==> config.mk <==
export PLATFORM = sky130hd
export DESIGN_NAME = wdog_refresh_ctrl
export DESIGN_NICKNAME = d
export VERILOG_FILES = /design/src/rtl/wdr_pkg.sv /design/src/rtl/wdr_flag_timer.sv /design/src/rtl/wdr_seq_detect.sv /design/src/rtl/wdr_timeout.sv /design/src/rtl/wdog_refresh_ctrl.sv
export SDC_FILE = /design/constraint.sdc
export NUM_CORES = 1
export LEC_CHECK = 0
export ABC_CLOCK_PERIOD_IN_PS = 1900
export BUFFER_PORTS_ARGS = -buffer_cell sky130_fd_sc_hd__buf_2
export CAP_MARGIN = 20
export CORE_MARGIN = 4
export CORE_UTILIZATION = 54
export CTS_CLUSTER_SIZE = 20
export DETAILED_ROUTE_END_ITERATION = 7
export GPL_TIMING_DRIVEN = 0
export PLACE_DENSITY = 0.88
export RECOVER_POWER = 50
export REMOVE_ABC_BUFFERS = 1
export SYNTH_ARGS = -nofsm -noshare
export SYNTH_HDL_FRONTEND = slang
export SYNTH_SLANG_ARGS = --single-unit
==> constraint.sdc <==
create_clock -name clk -period 1.9 [get_ports clk]
set_clock_uncertainty 0.2 [all_clocks]
set_input_delay 0.19 -clock clk [delete_from_list [all_inputs] [get_ports clk]]
set_output_delay 0.19 -clock clk [all_outputs]
set_load 0.01 [all_outputs]
==> src/rtl/wdr_pkg.sv <==
package wdr_pkg;

  typedef enum logic {
    WD_IDLE = 1'b0,
    WD_RUN  = 1'b1
  } wd_state_e;

  // Remove the self-clearing flag position from a written byte.
  function automatic logic [7:0] strip_flag(input logic [7:0] d, input int unsigned pos);
    return d & ~(8'(1) << pos);
  endfunction

  // Rebuild the readable byte from stored bits and the live flag.
  function automatic logic [7:0] merge_flag(input logic [7:0] store, input logic flag,
                                            input int unsigned pos);
    return store | (8'(flag) << pos);
  endfunction

endpackage

==> src/rtl/wdr_flag_timer.sv <==
module wdr_flag_timer #(
  parameter int unsigned CLR_CYCLES = 12
) (
  input  logic clk,
  input  logic rst_n,
  input  logic set_i,
  output logic flag_o
);
  localparam int unsigned CNT_W = (CLR_CYCLES > 1) ? $clog2(CLR_CYCLES) : 1;

  logic [CNT_W-1:0] left_q;

  always_ff @(posedge clk) begin
    if (!rst_n) begin
      flag_o <= 1'b0;
      left_q <= '0;
    end else if (set_i) begin
      flag_o <= 1'b1;
      left_q <= CNT_W'(CLR_CYCLES - 1);
    end else if (flag_o) begin
      if (left_q == '0) flag_o <= 1'b0;
      else              left_q <= left_q - 1'b1;
    end
  end
endmodule

==> src/rtl/wdr_seq_detect.sv <==
module wdr_seq_detect (
  input  logic clk,
  input  logic rst_n,
  input  logic wr_i,
  input  logic arm_wr_i,
  input  logic arm_flag_i,
  output logic armed_o
);
  logic last_was_arm_q;

  always_ff @(posedge clk) begin
    if (!rst_n)    last_was_arm_q <= 1'b0;
    else if (wr_i) last_was_arm_q <= arm_wr_i;
  end

  assign armed_o = last_was_arm_q & arm_flag_i;
endmodule

==> src/rtl/wdr_timeout.sv <==
module wdr_timeout
  import wdr_pkg::*;
#(
  parameter int unsigned TIMEOUT  = 8,
  parameter int unsigned PRESCALE = 4,
  localparam int unsigned CW = $clog2(TIMEOUT + 1),
  localparam int unsigned PW = (PRESCALE > 1) ? $clog2(PRESCALE) : 1
) (
  input  logic          clk,
  input  logic          rst_n,
  input  logic          load_i,
  output logic          running_o,
  output logic          expire_evt_o,
  output logic          expire_o,
  output logic [CW-1:0] count_o
);
  wd_state_e     state_q;
  logic [PW-1:0] pre_q;
  logic          tick;

  assign running_o    = (state_q == WD_RUN);
  assign tick         = running_o && (pre_q == PW'(PRESCALE - 1));
  assign expire_evt_o = tick && (count_o == CW'(1));

  always_ff @(posedge clk) begin
    if (!rst_n) begin
      state_q  <= WD_IDLE;
      pre_q    <= '0;
      count_o  <= '0;
      expire_o <= 1'b0;
    end else begin
      expire_o <= 1'b0;
      if (load_i) begin
        state_q <= WD_RUN;
        count_o <= CW'(TIMEOUT);
        pre_q   <= '0;
      end else if (running_o) begin
        if (tick) begin
          pre_q <= '0;
          if (expire_evt_o) begin
            expire_o <= 1'b1;
            state_q  <= WD_IDLE;
            count_o  <= '0;
          end else begin
            count_o <= count_o - 1'b1;
          end
        end else begin
          pre_q <= pre_q + 1'b1;
        end
      end
    end
  end
endmodule

==> src/rtl/wdog_refresh_ctrl.sv <==
module wdog_refresh_ctrl
  import wdr_pkg::*;
#(
  parameter logic [7:0]  ARM_ADDR   = 8'hA8,
  parameter logic [7:0]  TRIG_ADDR  = 8'hB8,
  parameter int unsigned FLAG_BIT   = 6,
  parameter int unsigned CLR_CYCLES = 12,
  parameter int unsigned TIMEOUT    = 8,
  parameter int unsigned PRESCALE   = 4
) (
  input  logic       clk,
  input  logic       rst_n,
  input  logic [7:0] sfr_addr,
  input  logic [7:0] sfr_wdata,
  input  logic       sfr_we,
  output logic [7:0] sfr_rdata,
  output logic       wd_running,
  output logic       rst_req
);
  localparam int unsigned NREG = 2;
  localparam int unsigned CW   = $clog2(TIMEOUT + 1);
  localparam logic [8*NREG-1:0] ADDR_VEC = {TRIG_ADDR, ARM_ADDR};

  logic [NREG-1:0] hit, flag_set, flags;
  logic [7:0]      store_q [NREG];
  logic            armed, start_evt, refresh_evt, load, expire_evt;
  logic [CW-1:0]   wd_count;

  for (genvar i = 0; i < NREG; i++) begin : g_reg
    assign hit[i]      = sfr_we && (sfr_addr == ADDR_VEC[i*8 +: 8]);
    assign flag_set[i] = hit[i] && sfr_wdata[FLAG_BIT];

    always_ff @(posedge clk) begin
      if (!rst_n)      store_q[i] <= '0;
      else if (hit[i]) store_q[i] <= strip_flag(sfr_wdata, FLAG_BIT);
    end

    wdr_flag_timer #(.CLR_CYCLES(CLR_CYCLES)) u_flag (
      .clk    (clk),
      .rst_n  (rst_n),
      .set_i  (flag_set[i]),
      .flag_o (flags[i])
    );
  end

  always_comb begin
    sfr_rdata = '0;
    for (int i = 0; i < NREG; i++) begin
      if (sfr_addr == ADDR_VEC[i*8 +: 8]) sfr_rdata = merge_flag(store_q[i], flags[i], FLAG_BIT);
    end
  end

  wdr_seq_detect u_seq (
    .clk        (clk),
    .rst_n      (rst_n),
    .wr_i       (sfr_we),
    .arm_wr_i   (flag_set[0]),
    .arm_flag_i (flags[0]),
    .armed_o    (armed)
  );

  assign start_evt   = flag_set[1] && !wd_running;
  assign refresh_evt = flag_set[1] && wd_running && armed;
  assign load        = start_evt || refresh_evt;

  wdr_timeout #(.TIMEOUT(TIMEOUT), .PRESCALE(PRESCALE)) u_tmo (
    .clk          (clk),
    .rst_n        (rst_n),
    .load_i       (load),
    .running_o    (wd_running),
    .expire_evt_o (expire_evt),
    .expire_o     (rst_req),
    .count_o      (wd_count)
  );
endmodule

Yosys cells after proc, flatten, opt, wreduce, memory -nomap -nowiden:

Memories as Yosys holds them, arrays and structs flattened.
Cells that the tools add are included.
W data, S select, Z words.

* equal/unequal tests: 6
* $mul: 0
* shift-type cells: 0
* reductions and logical operators: 27
* add/sub/neg operators: 4
* bitwise logic cells: 10
* div/mod/pow operators: 0
* $lt $le $gt $ge: 0
* mux-type cells: 33

Operators by type and width (count)
* $mux W4: 10
* $mux W1: 18
* $eq A8 B8 Y1 const B: 2
* $mux W8: 2
* $or A8 B7 Y8: 2
* $mux W7: 2
* $reduce_and A2 Y1: 6
* $sub A4 B1 Y4 const B: 3
* $logic_and A1 B1 Y1: 9
* $logic_not A4 Y1: 2
* $reduce_bool A2 Y1: 4
* $reduce_or A2 Y1: 3
* $not A1 Y1: 5
* $eq A4 B1 Y1 const B: 1
* $ne A2 B1 Y1 const B: 2
* $reduce_or A4 Y1: 1
* $add A2 B1 Y2 const B: 1
* $eq A2 B2 Y1 const B: 1
* $mux W2: 1
* $or A1 B1 Y1: 2
* $and A1 B1 Y1: 1
* $logic_not A1 Y1: 1
* $logic_or A1 B1 Y1: 1

* memory bits (writable): 14
* output and inout port bits: 10
* memory bits (read-only): 0
* memories kept: 1
* register bits after elaboration: 19
* bits in latches: 0

Memory list
* store_q: depth 2, bits a word 7, read ports 2, clocked after memory_dff 0, wr ports 2, RTL line wdog_refresh_ctrl.sv:25 `logic [7:0] store_q [NREG];`

Logic depth before layout (Yosys ltp):

Gate-level depths: netlist of run 1.

* depth in word-level cells: 8
* mapped depth: 6
* depth with buffers taken out: 6

By module:

From an unflattened synthesis of run 1, not the netlist that was laid out.

* cells, all modules: 169
* area total of the unflattened synthesis: 1672.9 um^2

By module, submodules not included
* wdog_refresh_ctrl: cells an instance 65, sequential area each 420.4 um^2, area an instance 720.7 um^2, instances 1
* wdr_flag_timer: cells an instance 30, sequential area each 100.1 um^2, area an instance 262.8 um^2, instances 2
* wdr_timeout: cells an instance 40, sequential area each 160.2 um^2, area an instance 384.1 um^2, instances 1
* wdr_seq_detect: cells an instance 4, sequential area each 20.0 um^2, area an instance 42.5 um^2, instances 1

Worst setup path after synthesis of run 1:

Ideal clock, no wire load.

* path kind: register -> register
* start point: register g_reg[0].u_flag.left_q[0]
* end point: register g_reg[0].u_flag.left_q[1]
* clock period less this slack: 1721 ps
* stages on the path, launching flop included: 7
* arrival time: 1450 ps
* path slack: 179 ps
* required time: 1630 ps
* library setup time: 70 ps
* cell sequence: dfxtp_1 -> inv_1 -> ha_1 -> or3b_1 -> nand2_1 -> mux2_1 -> a21oi_1

* cells in the longest elaborated chain, start to end: 4
* elaborated cells between the ends (all ways): 7
* classes of those cells: 1 x add/sub; 1 x eq/ne; 3 x mux; 2 x reduce/logical

Ends and longest elaborated chain
* from (decl): RTL line wdr_flag_timer.sv:11 `logic [CNT_W-1:0] left_q;`
* from (signal assigned): RTL line wdr_flag_timer.sv:19 `left_q <= CNT_W'(CLR_CYCLES - 1);`
* from (signal assigned): RTL line wdr_flag_timer.sv:22 `else left_q <= left_q - 1'b1;`
* $sub A4 B1 Y4: RTL line wdr_flag_timer.sv:22
* $mux W4: RTL line wdr_flag_timer.sv:21 `if (left_q == '0) flag_o <= 1'b0;`
* $mux W4: RTL line wdr_flag_timer.sv:20 `end else if (flag_o) begin`
* $mux W4: RTL line wdr_flag_timer.sv:17 `end else if (set_i) begin`

Several ways; a longest one is shown, not always the timed one. The select of a mux whose other input is x is not followed.
A chain may end at the register's enable or synchronous reset.

Worst setup path after layout of run 1:

Same ends and word-level chain as after synthesis.

==> flow_summary_export.csv, run 1 <==
group,metric,value,unit
yosys,synth_area,0.001563,mm²
cts,cts.reportedPaths.clkPinSlew,0.10,ns
grt,grt_pass1_wl,5526,µm
yosys,synth_edf_count,14,
cts,clockBufferDepth,2,
power,power.density,733.9,mW/mm²
cells_and_area,fillCellCount,220,
worst_setup_path,r2r-start,"g_reg[0].u_flag.left_q[0]$_SDFFE_PN0P_",
yosys,postSynthCellCount,149,
flow_run,drv_cap,0,
worst_setup_path,cpPeakStageDelay,0.39,ns
placement,place_ws,-0.001218,ns
timing,finalCritPeriodShare,94.49,%
power,power_frac_seq,55.1,%
worst_setup_path,end_kind,"register",
yosys,synthTopCellsByCount,"dfxtp_1, a21oi_1, and2_1, edfxtp_1, nand2_1",
timing,setup_viol,0,
placement,gp_congestion,0.7258,
worst_setup_path,rr_worst_depth,6,
power,leakage,0.7477,nW
hold_path,min-delay-start,"sfr_we",
worst_setup_path,timing.rr.end,"g_reg[0].u_flag.left_q[1]$_SDFFE_PN0P_",
hold_path,min_to,"u_tmo.running_o$_SDFF_PN0_",
cts,root_buffer,"clkbuf_4",
yosys,synth-seq-cells,33,
timing,maxSlewViolCount,0,
worst_setup_path,cp-start-kind,"register",
timing,clock.fmax,557.0,MHz
worst_setup_path,cp.required,1.97,ns
power,p_switching,0.2797,mW
detailed_routing,dr.pass1.iters,5,
worst_setup_path,crit_chain,"inv_1 > ha_1 > or3b_4 > nand2_2 > mux2_1 > a21oi_1",
placement,portBuffers,28,
detailed_routing,vias,1222,
cts,numCtsBuffers,5,
placement,hpwl,2251,µm
cts,cts.sinks,33,
yosys,synth_cell_types,36,
power,max-vdd-ir-drop,746.9,µV
yosys,avgSynthCellArea,10.49,µm²
placement,placed_cell_area,0.001707,mm²
cts,tritoncts,"done",
die,die_h,61.80,µm
outcome,status,"completed",
cells_and_area,stdcell_count,220,
cells_and_area,fin_area,0.001873,mm²
die,core.rowCount,19,
yosys,yosysSeqAreaShare,51.24,%
timing,slew_headroom,70.27,%
detailed_routing,ant_nets,0,
timing,setup_ws,0.1047,ns
yosys,ys_warn_count,0,
grt,grt_pass1_vias,1215,
worst_setup_path,critical_path.slowest_cell,"or3b_4",
power,power.internal,1.095,mW
placement,placedCellCount,203,
die,ioPinCount,29,
timing,tightest_slew,0.4460,ns
worst_setup_path,cp.arrival,1.87,ns
yosys,post-synth-top-count-cell,"dfxtp_1",
power,p_sw_share,20.35,%
yosys,yosys-top-cells-area,"edfxtp_1, dfxtp_1, and2_1",
power,total_power,1.375,mW
timing,post-route-min-period,1.795,ns
die,die_w,61.80,µm
timing,rsz0062_at_grt,"false",
grt,antenna_found_initial,0,
yosys,yosysTopAreaCell,"edfxtp_1",
die,initial_core_util,56.67,%
detailed_routing,vias_per_cell,5.555,
cells_and_area,area_growth,19.86,%
worst_setup_path,critPathKind,"register to register",
timing,timing_hold_violations_final,0,
cells_and_area,nNetsFinal,213,
cells_and_area,n_antenna_cell,0,
die,core_area,0.002758,mm²
hold_path,holdPathStages,3,
grt,grt_max_degree,14,
cts,insertion_delay,0.34,ns
power,p_comb_share,4.2,%
grt,grt_util_all_layers,20.72,%
detailed_routing,drc,0,
cells_and_area,drive_above_1_share,20.63,%
yosys,synth.top_cell.area_share,26.90,%
detailed_routing,wl_per_cell,14.96,µm
grt,gr-total-overflow,0,
worst_setup_path,rrSetupSlack,0.10,ns
yosys,synth_ff_type,"dfxtp_1",
die,dieArea,0.003819,mm²
cts,htree_levels,2,
detailed_routing,drt_iter0_drc,31,
worst_setup_path,worstPathMaxFanout,3,
detailed_routing,totalWireLength,3291,µm
hold_path,min_path_type,"primary input to register",
power,p_clk_share,40.7,%
yosys,synthArstFlopShare,0,%
==> critical path: cells and delay by family, from the launching register on <==
| family | cells | cell delay, ns |
|---|---|---|
| AND/OR/NAND/NOR | 2 | 0.50 |
| adder cells (fa/ha/maj) | 1 | 0.15 |
| AO/OA/AOI/OAI | 1 | 0.13 |
| multiplexers | 1 | 0.32 |
| buffers and inverters | 1 | 0.11 |
| flip-flops | 1 | 0.33 |
==> registers in the layout (all words and copies together) (netlist names) <==
| name | count |
|---|---|
| u_tmo.pre_q | 2 |
| u_tmo.running_o | 1 |
| g.u_flag.left_q | 8 |
| u_tmo.expire_o | 1 |
| u_tmo.count_o | 4 |
| u_seq.last_was_arm_q | 1 |
| store_q | 14 |
| g.u_flag.flag_o | 2 |
==> cell type report <==
cell class	instances	area, µm²	area share [%]
clock buffers	6	51.30	2.739
clock inverters	2	37.54	2.004
inverters	7	26.28	1.403
multi-input cells	104	690.7	36.87
flip-flops and latches	33	800.8	42.75
well taps	31	38.79	2.071
repair buffers	37	227.7	12.16
==> cells in the final DEF (no fill, tap or decap), types with 3 or more instances in the layout <==
master / netlist / final
a21oi_1: 15 / 15
a22o_1: 8 / 8
and2_0: 0 / 7
and2_1: 14 / 7
and3_1: 4 / 5
buf_2: 1 / 26
clkbuf_4: 0 / 5
dfxtp_1: 19 / 19
dlygate4sd3_1: 0 / 9
edfxtp_1: 14 / 14
ha_1: 6 / 6
inv_1: 7 / 7
mux2i_1: 3 / 3
nand2_1: 14 / 13
nand2b_1: 3 / 3
nand3_1: 5 / 6
nor2_1: 7 / 7
nor3_1: 4 / 4
==> worst max-delay path by stage <==
stage	cells past startpoint	start	end	slack (ns)
floorplan	6	g_reg[0].u_flag.left_q[0]$_SDFFE_PN0P_	g_reg[0].u_flag.left_q[1]$_SDFFE_PN0P_	0.18
global placement	5	sfr_addr[6]	store_q[0][0]$_SDFFCE_PN0P_	0.05
detailed placement	5	sfr_addr[6]	store_q[0][0]$_SDFFCE_PN0P_	-0.001
CTS	6	g_reg[0].u_flag.left_q[0]$_SDFFE_PN0P_	g_reg[0].u_flag.left_q[1]$_SDFFE_PN0P_	0.07
global route	6	g_reg[0].u_flag.left_q[0]$_SDFFE_PN0P_	g_reg[0].u_flag.left_q[1]$_SDFFE_PN0P_	0.008
finish	6	g_reg[0].u_flag.left_q[0]$_SDFFE_PN0P_	g_reg[0].u_flag.left_q[1]$_SDFFE_PN0P_	0.10
==> per-layer routing <==
| metal | GRT usage, % | part of all wire (%) |
|---|---|---|
| met1 | 22.64 | 42 |
| met2 | 36.47 | 51 |
| met3 | 7.438 | 5.3 |
| met4 | 8.182 | 1.8 |
| met5 | 0 | 0 |
==> timing repair <==
action,CTS,global route
setup endpoints to repair,0,2
gates resized for setup,0,3
hold buffers,9,0
buffers inserted,0,0
endpoints found under the hold margin,18,0
==> metrics by stage <==
step / TNS, ns / utilization, % / hold slack (ns)
6_report: 0 / 67.92 / 0.005187
5_1_grt: 0 / 67.92 / -0.003610
4_1_cts: 0 / 68.38 / 0.004598
3_5_place_dp: -0.007466 / 61.89 / 0.2810
3_3_place_gp: 0 / 61.89 / 0.2556
2_1_floorplan: 0 / - / 0.1359
==> kinds of logic (layout without fill, tap and decap cells) <==
logic type | Yosys count | count (layout) | share of synthesized area, %
AND/OR/NAND/NOR | 62 | 62 | 22.42
flip-flops | 33 | 33 | 51.24
AO/OA/AOI/OAI | 28 | 28 | 12.57
buffers and inverters | 12 | 52 | 3.923
adder cells (fa/ha/maj) | 6 | 6 | 4.804
multiplexers | 5 | 5 | 3.363
XOR/XNOR | 3 | 3 | 1.682
==> power groups by stage <==
stage	combinational [mW]	sequential [mW]	clock, mW
6_report	0.0573	0.758	0.560
5_1_grt	0.0635	0.759	0.609
4_1_cts	0.0598	0.757	0.564
3_5_place_dp	0.0455	0.774	0
3_3_place_gp	0.0427	0.772	0
2_1_floorplan	0.0164	0.772	0
No activity file was read; power rests on OpenSTA's default activity.
==> run 2, diff against run 1 <==
- PLACE_DENSITY: 0.88 -> 0.78
==> flow_summary_export.csv, run 2 (same netlist as run 1, synthesis figures left out) <==
group,metric,value,unit
power,leakage,0.7254,nW
power,max-vdd-ir-drop,532.1,µV
grt,gr-total-overflow,0,
die,initial_core_util,56.67,%
timing,finalCritPeriodShare,92.41,%
power,p_switching,0.2503,mW
die,ioPinCount,29,
cells_and_area,final_cell_mix,"buf_2, dfxtp_1, a21oi_1",
hold_path,min_path_type,"primary input to register",
grt,grt_util_all_layers,17.62,%
power,power.density,638.5,mW/mm²
placement,place_ws,0.01363,ns
grt,grt_pass1_vias,1173,
detailed_routing,vias,1216,
worst_setup_path,cp-start-kind,"primary input",
cells_and_area,largest_register,"store_q",
cells_and_area,multiInputGateArea,690.7,µm²
power,p_comb_share,4.7,%
cells_and_area,nNetsFinal,212,
cells_and_area,largest_reg_flops,14,
die,die_h,61.80,µm
cts,clockBufferDepth,2,
power,p_clk_share,30.3,%
outcome,status,"completed",
timing,maxSlewViolCount,0,
cells_and_area,ff_latch_area,800.8,µm²
die,die_w,61.80,µm
cells_and_area,area_growth,16.73,%
worst_setup_path,cp.arrival,1.37,ns
grt,grt_pass1_wl,4767,µm
placement,hpwl,2170,µm
cts,cts.reportedPaths.clkPinSlew,0.10,ns
detailed_routing,totalWireLength,2947,µm
cells_and_area,drive_above_1_share,20.21,%
cells_and_area,fillCellCount,225,
cells_and_area,top_regs,"store_q: 14 flops, g.u_flag.left_q: 8 flops, u_tmo.count_o: 4 flops",
detailed_routing,dr.pass1.iters,4,
timing,timing_hold_violations_final,0,
placement,gp_congestion,0.7344,
detailed_routing,drc,0,
worst_setup_path,critPathKind,"primary input to primary output",
timing,setup_ws,0.1441,ns
cts,post_cts_buffers,0,
worst_setup_path,end_kind,"primary output",
power,p_sw_share,21.49,%
timing,tightest_slew,0.4623,ns
flow_run,drv_cap,0,
timing,finalSetupTns,0,ns
die,dieArea,0.003819,mm²
power,power.internal,0.9145,mW
cts,insertion_delay,0.32,ns
cells_and_area,final_common_cell,"buf_2",
timing,setup_viol,0,
cts,root_buffer,"clkbuf_4",
placement,portBuffers,28,
grt,antenna_found_initial,0,
timing,clock.fmax,569.5,MHz
detailed_routing,drt_iter0_drc,37,
grt,grt_max_degree,14,
cells_and_area,n_antenna_cell,0,
power,power_frac_seq,65.0,%
timing,post-route-min-period,1.756,ns
cts,tritoncts,"done",
die,core.rowCount,19,
detailed_routing,wl_per_cell,13.46,µm
cts,numCtsBuffers,5,
timing,slew_headroom,69.18,%
worst_setup_path,cp.required,1.51,ns
detailed_routing,vias_per_cell,5.553,
worst_setup_path,worstPathMaxFanout,13,
detailed_routing,ant_nets,0,
cts,htree_levels,2,
die,core_area,0.002758,mm²
timing,rsz0062_at_grt,"false",
cts,cts.sinks,33,
==> run 2: power by group through the flow <==
stage / Clock [mW] / Combinational (mW) / Sequential, mW
after floorplan: 0 / 0.0164 / 0.772
after global placement: 0 / 0.0428 / 0.772
after detailed placement: 0 / 0.0443 / 0.774
after CTS: 0.365 / 0.0570 / 0.757
after global routing: 0.404 / 0.0608 / 0.758
final: 0.353 / 0.0550 / 0.757
==> run 2: final timing paths <==
path                                                from                                      to  cells after the start  slack [ns]
setup / recovery                             sfr_addr[6]                            sfr_rdata[0]                      5        0.14
hold / removal                              sfr_wdata[6]              u_tmo.running_o$_SDFF_PN0_                      3        0.02
setup reg to reg  g_reg[0].u_flag.left_q[1]$_SDFFE_PN0P_  g_reg[0].u_flag.left_q[1]$_SDFFE_PN0P_                      6        0.15
hold reg to reg        u_seq.last_was_arm_q$_SDFFE_PN0P_       u_seq.last_was_arm_q$_SDFFE_PN0P_                      2        0.28
==> run 2: what timing repair did <==
item | 4_1_cts | 5_1_grt
hold buffers | 8 | 0
gates resized for setup | 0 | 4
setup endpoints to repair | 0 | 2
hold endpoints to repair | 16 | 0
==> run 2: final cells by class <==
type | instances | area share, %
Sequential cell | 33 | 43.90
Multi-Input combinational cell | 104 | 37.86
Timing Repair Buffer | 36 | 11.93
Tap cell | 31 | 2.126
Clock buffer | 5 | 2.058
Inverter | 7 | 1.440
Clock inverter | 3 | 0.6859
==> run 2: critical path, cell delays in order <==
cell	delay [ns]
buf_2	0.09
and4bb_1	0.27
and3_1	0.45
a22o_1	0.23
buf_2	0.13
==> run 2: stage by stage <==
stage | utilization [%] | cell area (µm²) | std cells | hold slack (ns) | total power [mW]
2_1_floorplan | - | 1528 | 144 | 0.1359 | 0.7880
3_3_place_gp | 61.89 | 1707 | 203 | 0.2543 | 0.8148
3_5_place_dp | 61.89 | 1707 | 203 | 0.2720 | 0.8180
4_1_cts | 66.61 | 1837 | 219 | 0.007627 | 1.179
5_1_grt | 66.15 | 1824 | 219 | 0.02174 | 1.223
6_report | 66.15 | 1824 | 219 | 0.02230 | 1.165
==> run 2: per-layer routing <==
layer  up-vias  global-route usage (%)  part of all wire (%)
met5         -                       0                     0
met3         2                   6.612                   7.3
met4         0                   7.576                  0.81
met1       573                   16.28                    38
met2        35                   33.93                    54
li1        606                       -                     -
==> run 3, diff against run 2 <==
- ABC_AREA: default -> 1
==> flow_summary_export.csv, run 3 <==
group,metric,value,unit
outcome,status,"finished with violations",
outcome,violations,"negative hold slack",
power,power.density,696.3,mW/mm²
hold_path,min-delay-start,"rst_n",
yosys,synthArstFlopShare,0,%
hold_path,holdPathStages,3,
cells_and_area,n_antenna_cell,0,
yosys,synth-seq-cells,33,
worst_setup_path,timing.rr.end,"u_tmo.count_o[0]$_SDFFE_PP0P_",
yosys,synth_ff_type,"dfxtp_1",
grt,grt_max_degree,12,
hold_path,min_to,"g_reg[0].u_flag.left_q[2]$_SDFFE_PP0P_",
cts,insertion_delay,0.33,ns
worst_setup_path,rrSetupSlack,0.43,ns
cts,numCtsBuffers,5,
grt,grt_pass1_vias,1350,
timing,maxSlewViolCount,0,
cells_and_area,nNetsFinal,258,
cells_and_area,top_regs,"store_q: 14 flops, g.u_flag.left_q: 8 flops, u_tmo.count_o: 4 flops",
timing,hold_slack,-0.02084,ns
yosys,yosysTopAreaCell,"edfxtp_1",
timing,post-route-min-period,1.545,ns
yosys,synth.top_cell.area_share,25.87,%
grt,grt_util_all_layers,17.20,%
die,die_h,62.86,µm
worst_setup_path,worstPathMaxFanout,7,
timing,timing_hold_violations_final,2,
worst_setup_path,cpPeakStageDelay,0.20,ns
cells_and_area,largest_reg_flops,14,
worst_setup_path,crit_chain,"buf_2 > inv_1 > nand2_1 > nor2_1 > nand2_1 > inv_1 > a22o_1 > buf_2",
cells_and_area,drive_above_1_share,16.24,%
grt,antenna_found_initial,0,
worst_setup_path,cp-start-kind,"primary input",
detailed_routing,drc,0,
grt,gr-total-overflow,0,
yosys,yosys-top-cells-area,"edfxtp_1, dfxtp_1, nand2_1",
yosys,synth_area,0.001625,mm²
detailed_routing,totalWireLength,3142,µm
yosys,avgSynthCellArea,8.554,µm²
cells_and_area,fin_util,67.80,%
die,die_w,62.86,µm
cells_and_area,area_growth,17.01,%
yosys,synthTopCellsByCount,"nand2_1, nor2_1, inv_1, dfxtp_1, edfxtp_1",
grt,grt_pass1_wl,5451,µm
die,core.rowCount,19,
power,leakage,0.8433,nW
cts,cts.reportedPaths.clkPinSlew,0.09,ns
detailed_routing,wl_per_cell,11.86,µm
yosys,postSynthCellCount,190,
power,p_comb_share,5.2,%
worst_setup_path,cp.required,1.51,ns
timing,finalCritPeriodShare,81.33,%
detailed_routing,drt_iter0_drc,39,
timing,setup_viol,0,
worst_setup_path,cp.arrival,1.16,ns
detailed_routing,dr.pass1.iters,4,
cells_and_area,largest_register,"store_q",
die,core_area,0.002805,mm²
cells_and_area,final_common_cell,"nand2_1",
timing,tightest_slew,0.6119,ns
cells_and_area,stdcell_count,265,
cts,tritoncts,"done",
placement,placedCellCount,248,
timing,finalSetupTns,0,ns
worst_setup_path,critical_path.slowest_cell,"inv_1",
detailed_routing,vias,1347,
power,power_frac_seq,57.1,%
yosys,ys_warn_count,0,
yosys,synth_cell_types,26,
cts,clockBufferDepth,2,
worst_setup_path,end_kind,"primary output",
power,p_sw_share,20.16,%
die,initial_core_util,57.94,%
cells_and_area,final_cell_mix,"nand2_1, nor2_1, inv_1",
timing,clock.fmax,647.1,MHz
placement,hpwl,2364,µm
timing,slew_headroom,58.93,%
placement,gp_congestion,0.7754,
worst_setup_path,rr_worst_depth,8,
worst_setup_path,critPathKind,"primary input to primary output",
placement,portBuffers,28,
power,p_switching,0.2670,mW
worst_setup_path,r2r-start,"u_tmo.pre_q[1]$_SDFFE_PP0P_",
cts,post_cts_buffers,0,
die,dieArea,0.003951,mm²
cts,root_buffer,"clkbuf_4",
cts,cts.sinks,33,
power,p_clk_share,37.7,%
yosys,yosysSeqAreaShare,49.27,%
hold_path,min_path_type,"primary input to register",
die,ioPinCount,29,
detailed_routing,ant_nets,0,
yosys,post-synth-top-count-cell,"nand2_1",
timing,rsz0062_at_grt,"false",
cts,htree_levels,2,
power,max-vdd-ir-drop,782.5,µV
flow_run,drv_cap,0,
power,power.internal,1.057,mW
yosys,synth_edf_count,14,
detailed_routing,vias_per_cell,5.083,
==> run 3: cell count changes in the layout (fill, tap and decap cells not counted), moves of 4 or more <==
cell     change
and2_0      -11
and3_1       -5
a21oi_1      -7
o21ai_0      +4
inv_1       +26
nor2_1      +27
nand2_1     +23
==> run 3: stage by stage <==
stage / setup slack (ns) / area, µm² / power, mW
3_3_place_gp: -0.1142 / 1799 / 0.8294
5_1_grt: 0.1960 / 1902 / 1.382
2_1_floorplan: 0.2342 / 1620 / 0.7990
4_1_cts: 0.1618 / 1954 / 1.343
3_5_place_dp: -0.1868 / 1799 / 0.8335
6_report: 0.3547 / 1902 / 1.324
==> run 3: worst max path at each step <==
stage	from	to	cells past startpoint
floorplan	sfr_addr[6]	store_q[1][0]$_SDFFCE_PN0P_	5
global route	sfr_addr[6]	sfr_rdata[1]	8
finish	sfr_addr[6]	sfr_rdata[1]	8
detailed placement	sfr_addr[0]	store_q[0][1]$_SDFFCE_PN0P_	6
CTS	sfr_addr[0]	store_q[0][6]$_SDFFCE_PN0P_	6
global placement	sfr_addr[6]	store_q[1][3]$_SDFFCE_PN0P_	6
==> run 3: timing repair <==
action                                  4_1_cts  5_1_grt
hold buffers                                  8        0
endpoints found under the setup margin        0        1
hold endpoints to repair                     16        0
resized for setup                             0        1
==> run 3: cells by family (layout without fill, tap and decap cells) <==
kind of cell / Yosys count / after routing / share of synthesized area, %
AOI/OAI and AO/OA: 26 / 26 / 10.24
xor gates and xnor gates: 1 / 1 / 0.5390
adders and majority gates: 6 / 6 / 4.619
buffers and inverters: 35 / 79 / 8.160
DFF: 33 / 33 / 49.27
muxes: 1 / 1 / 0.6159
and+or+nand+nor: 88 / 88 / 26.56
==> run 3: cell type report <==
cell class,instances,area [µm²]
fillers,240,903.4
flip-flops and latches,33,800.8
multi-input cells,122,639.4
repair buffers,37,220.2
inverters,34,127.6
clock buffers,6,41.29
well taps,31,38.79
clock inverters,2,33.78
==> run 3: power groups by stage <==
| stage | clock [mW] | combinational [mW] | sequential [mW] |
|---|---|---|---|
| 6_report | 0.499 | 0.0689 | 0.757 |
| 5_1_grt | 0.546 | 0.0776 | 0.758 |
| 4_1_cts | 0.513 | 0.0728 | 0.757 |
| 3_5_place_dp | 0 | 0.0599 | 0.774 |
| 3_3_place_gp | 0 | 0.0570 | 0.772 |
| 2_1_floorplan | 0 | 0.0272 | 0.772 |
==> run 3: worst max-delay path, delay by kind of cell <==
| kind | cells | cell delay [ns] |
|---|---|---|
| AND/OR/NAND/NOR | 3 | 0.31 |
| AO/OA/AOI/OAI | 1 | 0.18 |
| buffers and inverters | 4 | 0.46 |
==> run 3: metal layers <==
metal	global-route usage [%]	share of wire [%]
met3	4.137	4.6
met1	17.08	40
met2	33.33	54
met5	0	0
met4	7.163	1.1
